===== src/rtl/pinbank_pkg.sv =====
package pinbank_pkg;

   // Word offsets of the register map (byte addresses)
   localparam logic [11:0] OFS_DIN    = 12'h000;
   localparam logic [11:0] OFS_DOUT   = 12'h004;
   localparam logic [11:0] OFS_OE_SET = 12'h010;
   localparam logic [11:0] OFS_OE_CLR = 12'h014;
   localparam logic [11:0] OFS_AF_SET = 12'h018;
   localparam logic [11:0] OFS_AF_CLR = 12'h01C;
   localparam logic [11:0] OFS_KEEP   = 12'h03C;
   localparam logic [11:0] OFS_PEN    = 12'h040;
   localparam logic [11:0] OFS_PDIR   = 12'h044;

   typedef enum logic [3:0] {
      SEL_NONE,
      SEL_DIN,
      SEL_DOUT,
      SEL_OE_SET,
      SEL_OE_CLR,
      SEL_AF_SET,
      SEL_AF_CLR,
      SEL_KEEP,
      SEL_PEN,
      SEL_PDIR
   } reg_sel_e;

endpackage


===== src/rtl/pinbank_sync.sv =====
module pinbank_sync #(
   parameter int W      = 16,
   parameter int STAGES = 2
) (
   input  logic         clk,
   input  logic         por_n,
   input  logic [W-1:0] d,
   output logic [W-1:0] q
);

   if (STAGES < 2) begin : g_bad_stages
      $error("pinbank_sync: STAGES must be at least 2");
   end

   logic [STAGES-1:0][W-1:0] chain;

   always_ff @(posedge clk) begin
      if (!por_n) chain <= '0;
      else        chain <= {chain[STAGES-2:0], d};
   end

   assign q = chain[STAGES-1];

endmodule


===== src/rtl/pinbank_setclr.sv =====
module pinbank_setclr #(
   parameter int           N       = 16,
   parameter logic [N-1:0] RST_VAL = '0
) (
   input  logic         clk,
   input  logic         por_n,
   input  logic         warm_n,
   input  logic         keep,
   input  logic         set_we,
   input  logic         clr_we,
   input  logic [N-1:0] bits,
   output logic [N-1:0] q
);

   for (genvar i = 0; i < N; i++) begin : g_bit
      always_ff @(posedge clk) begin
         if (!por_n)                    q[i] <= RST_VAL[i];
         else if (!warm_n && !keep)     q[i] <= RST_VAL[i];
         else if (!warm_n)              q[i] <= q[i];
         else if (set_we && bits[i])    q[i] <= 1'b1;
         else if (clr_we && bits[i])    q[i] <= 1'b0;
      end
   end

endmodule


===== src/rtl/pinbank_field.sv =====
module pinbank_field #(
   parameter int           N       = 16,
   parameter logic [N-1:0] RST_VAL = '0
) (
   input  logic         clk,
   input  logic         por_n,
   input  logic         warm_n,
   input  logic         keep,
   input  logic [N-1:0] we_bits,
   input  logic [N-1:0] d,
   output logic [N-1:0] q
);

   for (genvar i = 0; i < N; i++) begin : g_bit
      always_ff @(posedge clk) begin
         if (!por_n)                q[i] <= RST_VAL[i];
         else if (!warm_n && !keep) q[i] <= RST_VAL[i];
         else if (!warm_n)          q[i] <= q[i];
         else if (we_bits[i])       q[i] <= d[i];
      end
   end

endmodule


===== src/rtl/pinbank_top.sv =====
module pinbank_top
   import pinbank_pkg::*;
#(
   parameter int           N           = 16,
   parameter int           ADDR_W      = 12,
   parameter int           DATA_W      = 32,
   parameter int           SYNC_STAGES = 2,
   parameter logic [N-1:0] ALT_RESET   = '0
) (
   input  logic              clk,
   input  logic              por_n,
   input  logic              rst_n,
   input  logic              bus_sel,
   input  logic              bus_wr,
   input  logic [ADDR_W-1:0] bus_addr,
   input  logic [DATA_W-1:0] bus_wdata,
   output logic [DATA_W-1:0] bus_rdata,
   input  logic [N-1:0]      pin_in,
   output logic [N-1:0]      pin_out,
   output logic [N-1:0]      pin_oe,
   output logic [N-1:0]      pin_alt,
   output logic [N-1:0]      pin_pull_en,
   output logic [N-1:0]      pin_pull_up
);

   localparam int PAD_W = DATA_W - N;

   if (N < 1 || N > DATA_W - 1) begin : g_bad_n
      $error("pinbank_top: N must lie in 1..DATA_W-1");
   end
   if (ADDR_W < 12) begin : g_bad_addr
      $error("pinbank_top: ADDR_W must cover the 12-bit map");
   end

   reg_sel_e          rsel;
   logic              wr_en;
   logic              rd_en;
   logic [N-1:0]      wbits;
   logic [N-1:0]      oe_q;
   logic [N-1:0]      af_q;
   logic [N-1:0]      out_q;
   logic [N-1:0]      pen_q;
   logic [N-1:0]      pdir_q;
   logic [N-1:0]      in_s;
   logic [N-1:0]      out_we;
   logic              soft_q;
   logic [DATA_W-1:0] rd_val;

   // address decode
   always_comb begin
      case (bus_addr)
         ADDR_W'(OFS_DIN):    rsel = SEL_DIN;
         ADDR_W'(OFS_DOUT):   rsel = SEL_DOUT;
         ADDR_W'(OFS_OE_SET): rsel = SEL_OE_SET;
         ADDR_W'(OFS_OE_CLR): rsel = SEL_OE_CLR;
         ADDR_W'(OFS_AF_SET): rsel = SEL_AF_SET;
         ADDR_W'(OFS_AF_CLR): rsel = SEL_AF_CLR;
         ADDR_W'(OFS_KEEP):   rsel = SEL_KEEP;
         ADDR_W'(OFS_PEN):    rsel = SEL_PEN;
         ADDR_W'(OFS_PDIR):   rsel = SEL_PDIR;
         default:             rsel = SEL_NONE;
      endcase
   end

   assign wr_en = bus_sel && bus_wr && rst_n;
   assign rd_en = bus_sel && !bus_wr;
   assign wbits = bus_wdata[N-1:0];

   // pin input synchronizer
   pinbank_sync #(.W(N), .STAGES(SYNC_STAGES)) u_sync (
      .clk   (clk),
      .por_n (por_n),
      .d     (pin_in),
      .q     (in_s)
   );

   // set/clear configuration banks
   pinbank_setclr #(.N(N), .RST_VAL('0)) u_oe (
      .clk    (clk),
      .por_n  (por_n),
      .warm_n (rst_n),
      .keep   (soft_q),
      .set_we (wr_en && rsel == SEL_OE_SET),
      .clr_we (wr_en && rsel == SEL_OE_CLR),
      .bits   (wbits),
      .q      (oe_q)
   );

   pinbank_setclr #(.N(N), .RST_VAL(ALT_RESET)) u_af (
      .clk    (clk),
      .por_n  (por_n),
      .warm_n (rst_n),
      .keep   (soft_q),
      .set_we (wr_en && rsel == SEL_AF_SET),
      .clr_we (wr_en && rsel == SEL_AF_CLR),
      .bits   (wbits),
      .q      (af_q)
   );

   // drive value: only enabled pins take the write
   assign out_we = (wr_en && (rsel == SEL_DIN || rsel == SEL_DOUT)) ? oe_q : '0;

   pinbank_field #(.N(N), .RST_VAL('0)) u_out (
      .clk     (clk),
      .por_n   (por_n),
      .warm_n  (rst_n),
      .keep    (soft_q),
      .we_bits (out_we),
      .d       (wbits),
      .q       (out_q)
   );

   pinbank_field #(.N(N), .RST_VAL('0)) u_pen (
      .clk     (clk),
      .por_n   (por_n),
      .warm_n  (rst_n),
      .keep    (soft_q),
      .we_bits ({N{wr_en && rsel == SEL_PEN}}),
      .d       (wbits),
      .q       (pen_q)
   );

   pinbank_field #(.N(N), .RST_VAL('0)) u_pdir (
      .clk     (clk),
      .por_n   (por_n),
      .warm_n  (rst_n),
      .keep    (soft_q),
      .we_bits ({N{wr_en && rsel == SEL_PDIR}}),
      .d       (wbits),
      .q       (pdir_q)
   );

   // retention flag, cleared only by power-on reset
   always_ff @(posedge clk) begin
      if (!por_n)                         soft_q <= 1'b0;
      else if (wr_en && rsel == SEL_KEEP) soft_q <= bus_wdata[0];
   end

   // read mux
   always_comb begin
      rd_val = '0;
      case (rsel)
         SEL_DIN:                rd_val = {{PAD_W{1'b0}}, in_s & ~oe_q};
         SEL_DOUT:               rd_val = {{PAD_W{1'b0}}, out_q & oe_q};
         SEL_OE_SET, SEL_OE_CLR: rd_val = {{PAD_W{1'b0}}, oe_q};
         SEL_AF_SET, SEL_AF_CLR: rd_val = {{PAD_W{1'b0}}, af_q};
         SEL_KEEP:               rd_val = {{(DATA_W-1){1'b0}}, soft_q};
         SEL_PEN:                rd_val = {{PAD_W{1'b0}}, pen_q};
         SEL_PDIR:               rd_val = {{PAD_W{1'b0}}, pdir_q};
         default:                rd_val = '0;
      endcase
   end

   always_ff @(posedge clk) begin
      if (!por_n || !rst_n) bus_rdata <= '0;
      else if (rd_en)       bus_rdata <= rd_val;
      else                  bus_rdata <= '0;
   end

   assign pin_out     = out_q;
   assign pin_oe      = oe_q;
   assign pin_alt     = af_q;
   assign pin_pull_en = pen_q;
   assign pin_pull_up = pdir_q;

endmodule


===== config.mk =====
export PLATFORM = sky130hd
export DESIGN_NAME = pinbank_top
export DESIGN_NICKNAME = d
export VERILOG_FILES = /design/src/rtl/pinbank_pkg.sv /design/src/rtl/pinbank_sync.sv /design/src/rtl/pinbank_setclr.sv /design/src/rtl/pinbank_field.sv /design/src/rtl/pinbank_top.sv
export SDC_FILE = /design/constraint.sdc
export NUM_CORES = 1
export LEC_CHECK = 0
export BUFFER_PORTS_ARGS = -buffer_cell sky130_fd_sc_hd__buf_2
export CORE_ASPECT_RATIO = 0.7
export CORE_MARGIN = 1
export CORE_UTILIZATION = 50
export CTS_CLUSTER_SIZE = 10
export DETAILED_ROUTE_END_ITERATION = 7
export MAX_ROUTING_LAYER = met4
export PLACE_DENSITY = 0.86
export SLEW_MARGIN = 20
export SYNTH_ARGS = -nofsm -noshare
export SYNTH_HDL_FRONTEND = slang
export SYNTH_SLANG_ARGS = --single-unit

===== constraint.sdc =====
create_clock -name clk -period 2.58 [get_ports clk]
set_input_delay 0.129 -clock clk [delete_from_list [all_inputs] [get_ports clk]]
set_output_delay 0.129 -clock clk [all_outputs]
set_load 0.05 [all_outputs]

=== Word-level counts from Yosys, hierarchy flattened ===
Cells that the tools add are included.

* Register bits: 145
* Output and inout bits: 112
* Word-level logic and storage cells: 342

* Equality and inequality tests: 17
* Muxes and demuxes: 67
* Bitwise gates (word level): 5
* Reduce and logical (&&, ||, !) cells: 169

{| class="wikitable"
|+ Operators with widths
! kind !! count
|-
| 16-bit case mux with 7 select lines || 1
|-
| 2-bit AND reduction || 50
|-
| 1-bit logical AND || 76
|-
| 1-bit 2-to-1 mux || 64
|-
| 2-bit nonzero test || 32
|-
| 12-bit by 5-bit equality test with 1-bit output (second input constant) || 4
|-
| 4-bit case mux with 9 select lines || 1
|-
| 16-bit bitwise AND || 2
|-
| 12-bit by 7-bit equality test with 1-bit output (second input constant) || 2
|-
| 4-bit by 3-bit equality test with 1-bit output (second input constant) || 4
|-
| 16-bit 2-to-1 mux || 1
|-
| 16-bit NOT || 1
|-
| 12-bit by 3-bit equality test with 1-bit output (second input constant) || 1
|-
| 12-bit by 6-bit equality test with 1-bit output (second input constant) || 1
|-
| 12-bit logical NOT || 1
|-
| 4-bit by 2-bit equality test with 1-bit output (second input constant) || 2
|-
| 4-bit equality test (second input constant) || 2
|-
| 2-bit OR reduction || 4
|-
| 4-bit by 1-bit equality test with 1-bit output (second input constant) || 1
|-
| 1-bit logical NOT || 4
|-
| 1-bit logical OR || 2
|-
| 1-bit NOT || 2
|}

=== Longest topological paths before layout ===
* Word-level depth: 7
* Mapped depth: 9

=== By module ===
A second synthesis with hierarchy kept.

* Cell total of the unflattened synthesis: 799
* Area, all modules: 7015.5 um2

{| class="wikitable"
|+ By module, submodules not included
! module !! instances !! cells each !! area an instance (um2)
|-
| pinbank_field || 3 || 106 || 797.0
|-
| pinbank_top || 1 || 284 || 2314.7
|-
| pinbank_setclr || 2 || 57 || 646.9
|-
| pinbank_sync || 1 || 83 || 1016.0
|}

=== Worst setup path before layout ===
No wires, ideal clock.

* Path kind: input to register
* Start: input port bus_addr[8]
* End: register u_pdir.q[14]
* Library setup time: 132 ps
* Arrival time: 2031 ps
* Path slack: 417 ps
* Stages on the path: 8
* Cells stage by stage: or4_4 > or2_4 > or3_4 > or3_1 > buf_2 > buf_6 > nand2_1 > a21oi_1

* Longest elaborated chain between the ends: 5
* Elaborated cells between the ends (all ways): 13
* Those cells by class: eq/ne: 9; mux: 1; reduce/logical: 3

{| class="wikitable"
|+ RTL lines
! element !! line !! source
|-
| from (decl) || pinbank_top.sv:15 || <nowiki>input logic [ADDR_W-1:0] bus_addr,</nowiki>
|-
| 12-bit by 7-bit equality test with 1-bit output (tied with other cells) || pinbank_top.sv:51 || <nowiki>case (bus_addr)</nowiki>
|-
| 4-bit case mux with 9 select lines (*) || pinbank_top.sv:51 ||
|-
| 4-bit equality test (*) || pinbank_top.sv:128 || <nowiki>.we_bits ({N{wr_en && rsel == SEL_PDIR}}),</nowiki>
|-
| 1-bit logical AND (*) || pinbank_top.sv:128 ||
|-
| 2-bit AND reduction (no line) (*) || n/a ||
|-
| to (signal, indexed assignment) || pinbank_field.sv:17 || <nowiki>else if (!warm_n && !keep) q[i] <= RST_VAL[i];</nowiki>
|-
| to (signal, indexed assignment) || pinbank_field.sv:18 || <nowiki>else if (!warm_n) q[i] <= q[i];</nowiki>
|-
| to (signal, indexed assignment) || pinbank_field.sv:19 || <nowiki>else if (we_bits[i]) q[i] <= d[i];</nowiki>
|-
| to (decl) || pinbank_field.sv:11 || <nowiki>output logic [N-1:0] q</nowiki>
|}

Mark *: on every way between the ends. The rest lies on a longest branch, timed or not.
A chain may end at the register's enable or synchronous reset.

=== Final worst setup path ===
* Start: input port bus_addr[8]
* End: register u_pen.q[9]

* Longest elaborated chain between the ends: 5
* Elaborated cells between the ends (all ways): 13
* Those cells by class: eq/ne: 9; mux: 1; reduce/logical: 3

{| class="wikitable"
|+ RTL lines
! element !! line !! source
|-
| 12-bit by 7-bit equality test with 1-bit output (tied with other cells) || pinbank_top.sv:51 ||
|-
| 4-bit case mux with 9 select lines (*) || pinbank_top.sv:51 ||
|-
| 4-bit equality test (*) || pinbank_top.sv:118 || <nowiki>.we_bits ({N{wr_en && rsel == SEL_PEN}}),</nowiki>
|-
| 1-bit logical AND (*) || pinbank_top.sv:118 ||
|-
| 2-bit AND reduction (no line) (*) || n/a ||
|-
| to (signal, indexed assignment) || pinbank_field.sv:17 ||
|-
| to (signal, indexed assignment) || pinbank_field.sv:18 ||
|-
| to (signal, indexed assignment) || pinbank_field.sv:19 ||
|-
| to (decl) || pinbank_field.sv:11 ||
|}

Marked as above.

==> out/results.txt <==
Area grow syn2layout: 27.4%
Post-route DRC: 0
Cell accounting for the most synthesized area: dfxtp_1
RD Place Congestion: 0.931
Post-DRT Antenna Nets: 0
Fill cells: 879
PortBufs: 144
Worst-path clk slew: 0.05 ns
Worst-Skew Late Latency: 0.41 ns
Synthesized cell area: 5580 um^2
Max VDD drop: 0.557 mV
Setup bufs post-CTS: 0
Initial core utilization: 52.7%
Initial antenna violation count: 0
Clock Tree Buf Depth: 2
Syn Inst Count: 646
Worst EP arrival: 2.32 ns
Unique masters post-synth: 48
Layout Nets: 868
Full die area: 11600 um^2
Pint: 3360 uW
XOR/XNOR Fraction of Synth Area: 0.157%
HPWL Detailed: 11.6 mm
CP Cell Sequence: buf_2 > or4_4 > or2_4 > or3_4 > or3_1 > nand2_1 > a21oi_1
Final wirelength: 16.3 mm
Die span in y: 90.4 um
Compound-Gate Fraction of Synth Area: 19.8%
Post-synth top area share: 46.3%
Largest family of logic cells by synthesized area: simple AND/OR/NAND/NOR gates
Via density: 5.52
Asr flop ratio synth: 0%
Req. time, crit path: 2.85 ns
Pre-antenna DRT Iters: 6
Share of power burned in the clock network: 48.2%
Period utilization: 79.4%
Worst Tran Pin Value: 0.683 ns
FP Rows: 31
Max-slew headroom: 54.4%
Ys Warns: 0
Mapped Avg Cell Area: 8.64 um^2
RSZ-0062 raised after global routing: false
Status: completed
Setup ws final: 0.531 ns
DR WL/cell: 16.9 um
Synthesized-area fraction occupied by and/or/nand/nor cells: 21.1%
Layout cells sized above 1: 26.6%
Kind of end point of the critical path: register
Congestion Overflow GR: 0
Post-Route Setup TNS: 0 ns
Synth cell count leaders: nand2_1 (134), dfxtp_1 (129), a21oi_1 (64)
CORE AREA: 10600 um^2
EDFF count, synth: 0
Part of the Yosys area used for sequential elements: 46.3%
F_max: 488 MHz
Static leakage: 0.00309 uW
DRT iter0 DRCs: 550
Ports: 177
Antenna cells: 0
CP startpoint kind: primary input
Post-synthesis mux area share: 5.56%
Seq cells post-synth: 129
Worst Hold Class: in -> reg
Combinational share of power: 5.8%
Period minus WS final: 2.05 ns
CTS tree: done
Cell with the most instances after synthesis: nand2_1
Total CTS buffers: 17
Type of the worst setup path: in -> reg
Largest net degree at the start of global routing: 65
# setup viols final: 0
Critical path peak fanout: 16
Clk root buf: clkbuf_16
Switch share: 23.6%
# H-tree levels: 4
Pwr per Cell Area: 618 nW/um^2
Main flop type after synthesis: dfxtp_1
Critical Path Slowest Stage Cell: or3_1
CP peak stage delay: 0.59 ns
Worst Skew: 0.00599 ns
Final Hold Viols: 0
Total GRT Usage: 29.4%
Clock sink count: 129
Dpl ws: 0.147 ns
Area share of fa/ha/maj cells after synthesis: 0.179%
Wire length of the first global-routing pass: 25.1 mm
Die extent in x: 128 um
Psw: 1040 uW
Max-cap violations: 0
Number of global-route vias before repair: 4626
Vias: 5318
Sequential power share: 46.0%
Top post-synthesis cells by area: dfxtp_1 (46%), nand2_1 (9.0%), a21oi_1 (5.7%)
Final Max Slew Viols: 0
[cells by family (layout without fill, tap and decap cells)]
kind of cell / after synthesis / count (layout)
buf+inv: 73 / 228
fa+ha+maj: 1 / 1
compound gates: 159 / 159
simple gates: 251 / 251
other cells: 1 / 16
flops: 129 / 129
xor+xnor: 1 / 1
mux: 31 / 31
[flip-flops by register name, indices dropped and copies added, names as in the netlist]
signal / flops
bus_rdata: 16
soft_q: 1
u_af.q: 16
u_oe.q: 16
u_out.q: 16
u_pdir.q: 16
u_pen.q: 16
u_sync.chain: 16
u_sync.q: 16
[per-layer routing]
metal  track usage, %  vias up  share of wire [%]
met5                -        -                  0
li1                 -     2486                  -
met1             42.3     2461                 46
met4             10.8        0                2.1
met2             40.0      339                 41
met3             6.46       32                 11
[worst paths after layout]
path / startpoint / to / slack (ns) / cells after the start
max: bus_addr[8] / u_pen.q[9] / 0.53 / 7
min reg2reg: u_sync.chain[2] / u_sync.q[2] / 0.43 / 1
min: bus_wdata[4] / u_af.q[4] / 0.03 / 2
max reg2reg: soft_q / u_af.q[4] / 1.08 / 4
[power groups by stage]
stage / Clock, uW / Sequential (uW) / Combinational, uW
2_1_floorplan: 0 / 2060 / 159
3_5_place_dp: 0 / 2060 / 227
6_report: 2120 / 2020 / 254
5_1_grt: 2240 / 2020 / 270
3_3_place_gp: 0 / 2060 / 228
4_1_cts: 2130 / 2020 / 246
[timing repair]
item,4_1_cts,5_1_grt
hold buffers,16,0
hold endpoints to repair,16,0
resized for setup,0,0
[layout make-up]
cell class | count | area (um^2) | area share, %
Sequential cell | 129 | 2580 | 36.3
Clock inverter | 10 | 62.6 | 0.880
Timing Repair Buffer | 178 | 1070 | 15.0
Inverter | 18 | 67.6 | 0.950
Multi-Input combinational cell | 459 | 2680 | 37.7
Clock buffer | 22 | 464 | 6.53
Tap cell | 148 | 185 | 2.60
[metrics by stage]
step                hold slack (ns)  utilization (%)  cells  area (um^2)  total power, uW
floorplan                     0.239                -    661         5640             2220
global placement              0.336             60.7    916         6420             2290
detailed placement            0.338             60.7    916         6420             2290
CTS                         0.00933             67.2    964         7110             4400
global route                 0.0306             67.2    964         7110             4530
finish                       0.0314             67.2    964         7110             4390
[layout by cell type (no fill, tap or decap), types with 7 or more instances in the layout]
cell             n
a21bo_2         14
a21boi_0         8
a21boi_1        10
a21o_1          16
a21oi_1         64
a22oi_1         16
and2_1          34
buf_2          144
buf_4           14
clkbuf_16       17
conb_1          16
dfxtp_1        129
dlygate4sd3_1   16
inv_1           18
mux2i_1         31
nand2_1        134
nand3_1          7
nor2_1          42
o32ai_1         15
[critical path, delay by kind of cell]
| kind | cells | cell delay (ns) |
|---|---|---|
| and+or+nand+nor | 5 | 2.02 |
| AOI/OAI and AO/OA | 1 | 0.07 |
| buffers and inverters | 1 | 0.10 |
No activity file was read; power rests on OpenSTA's default activity.
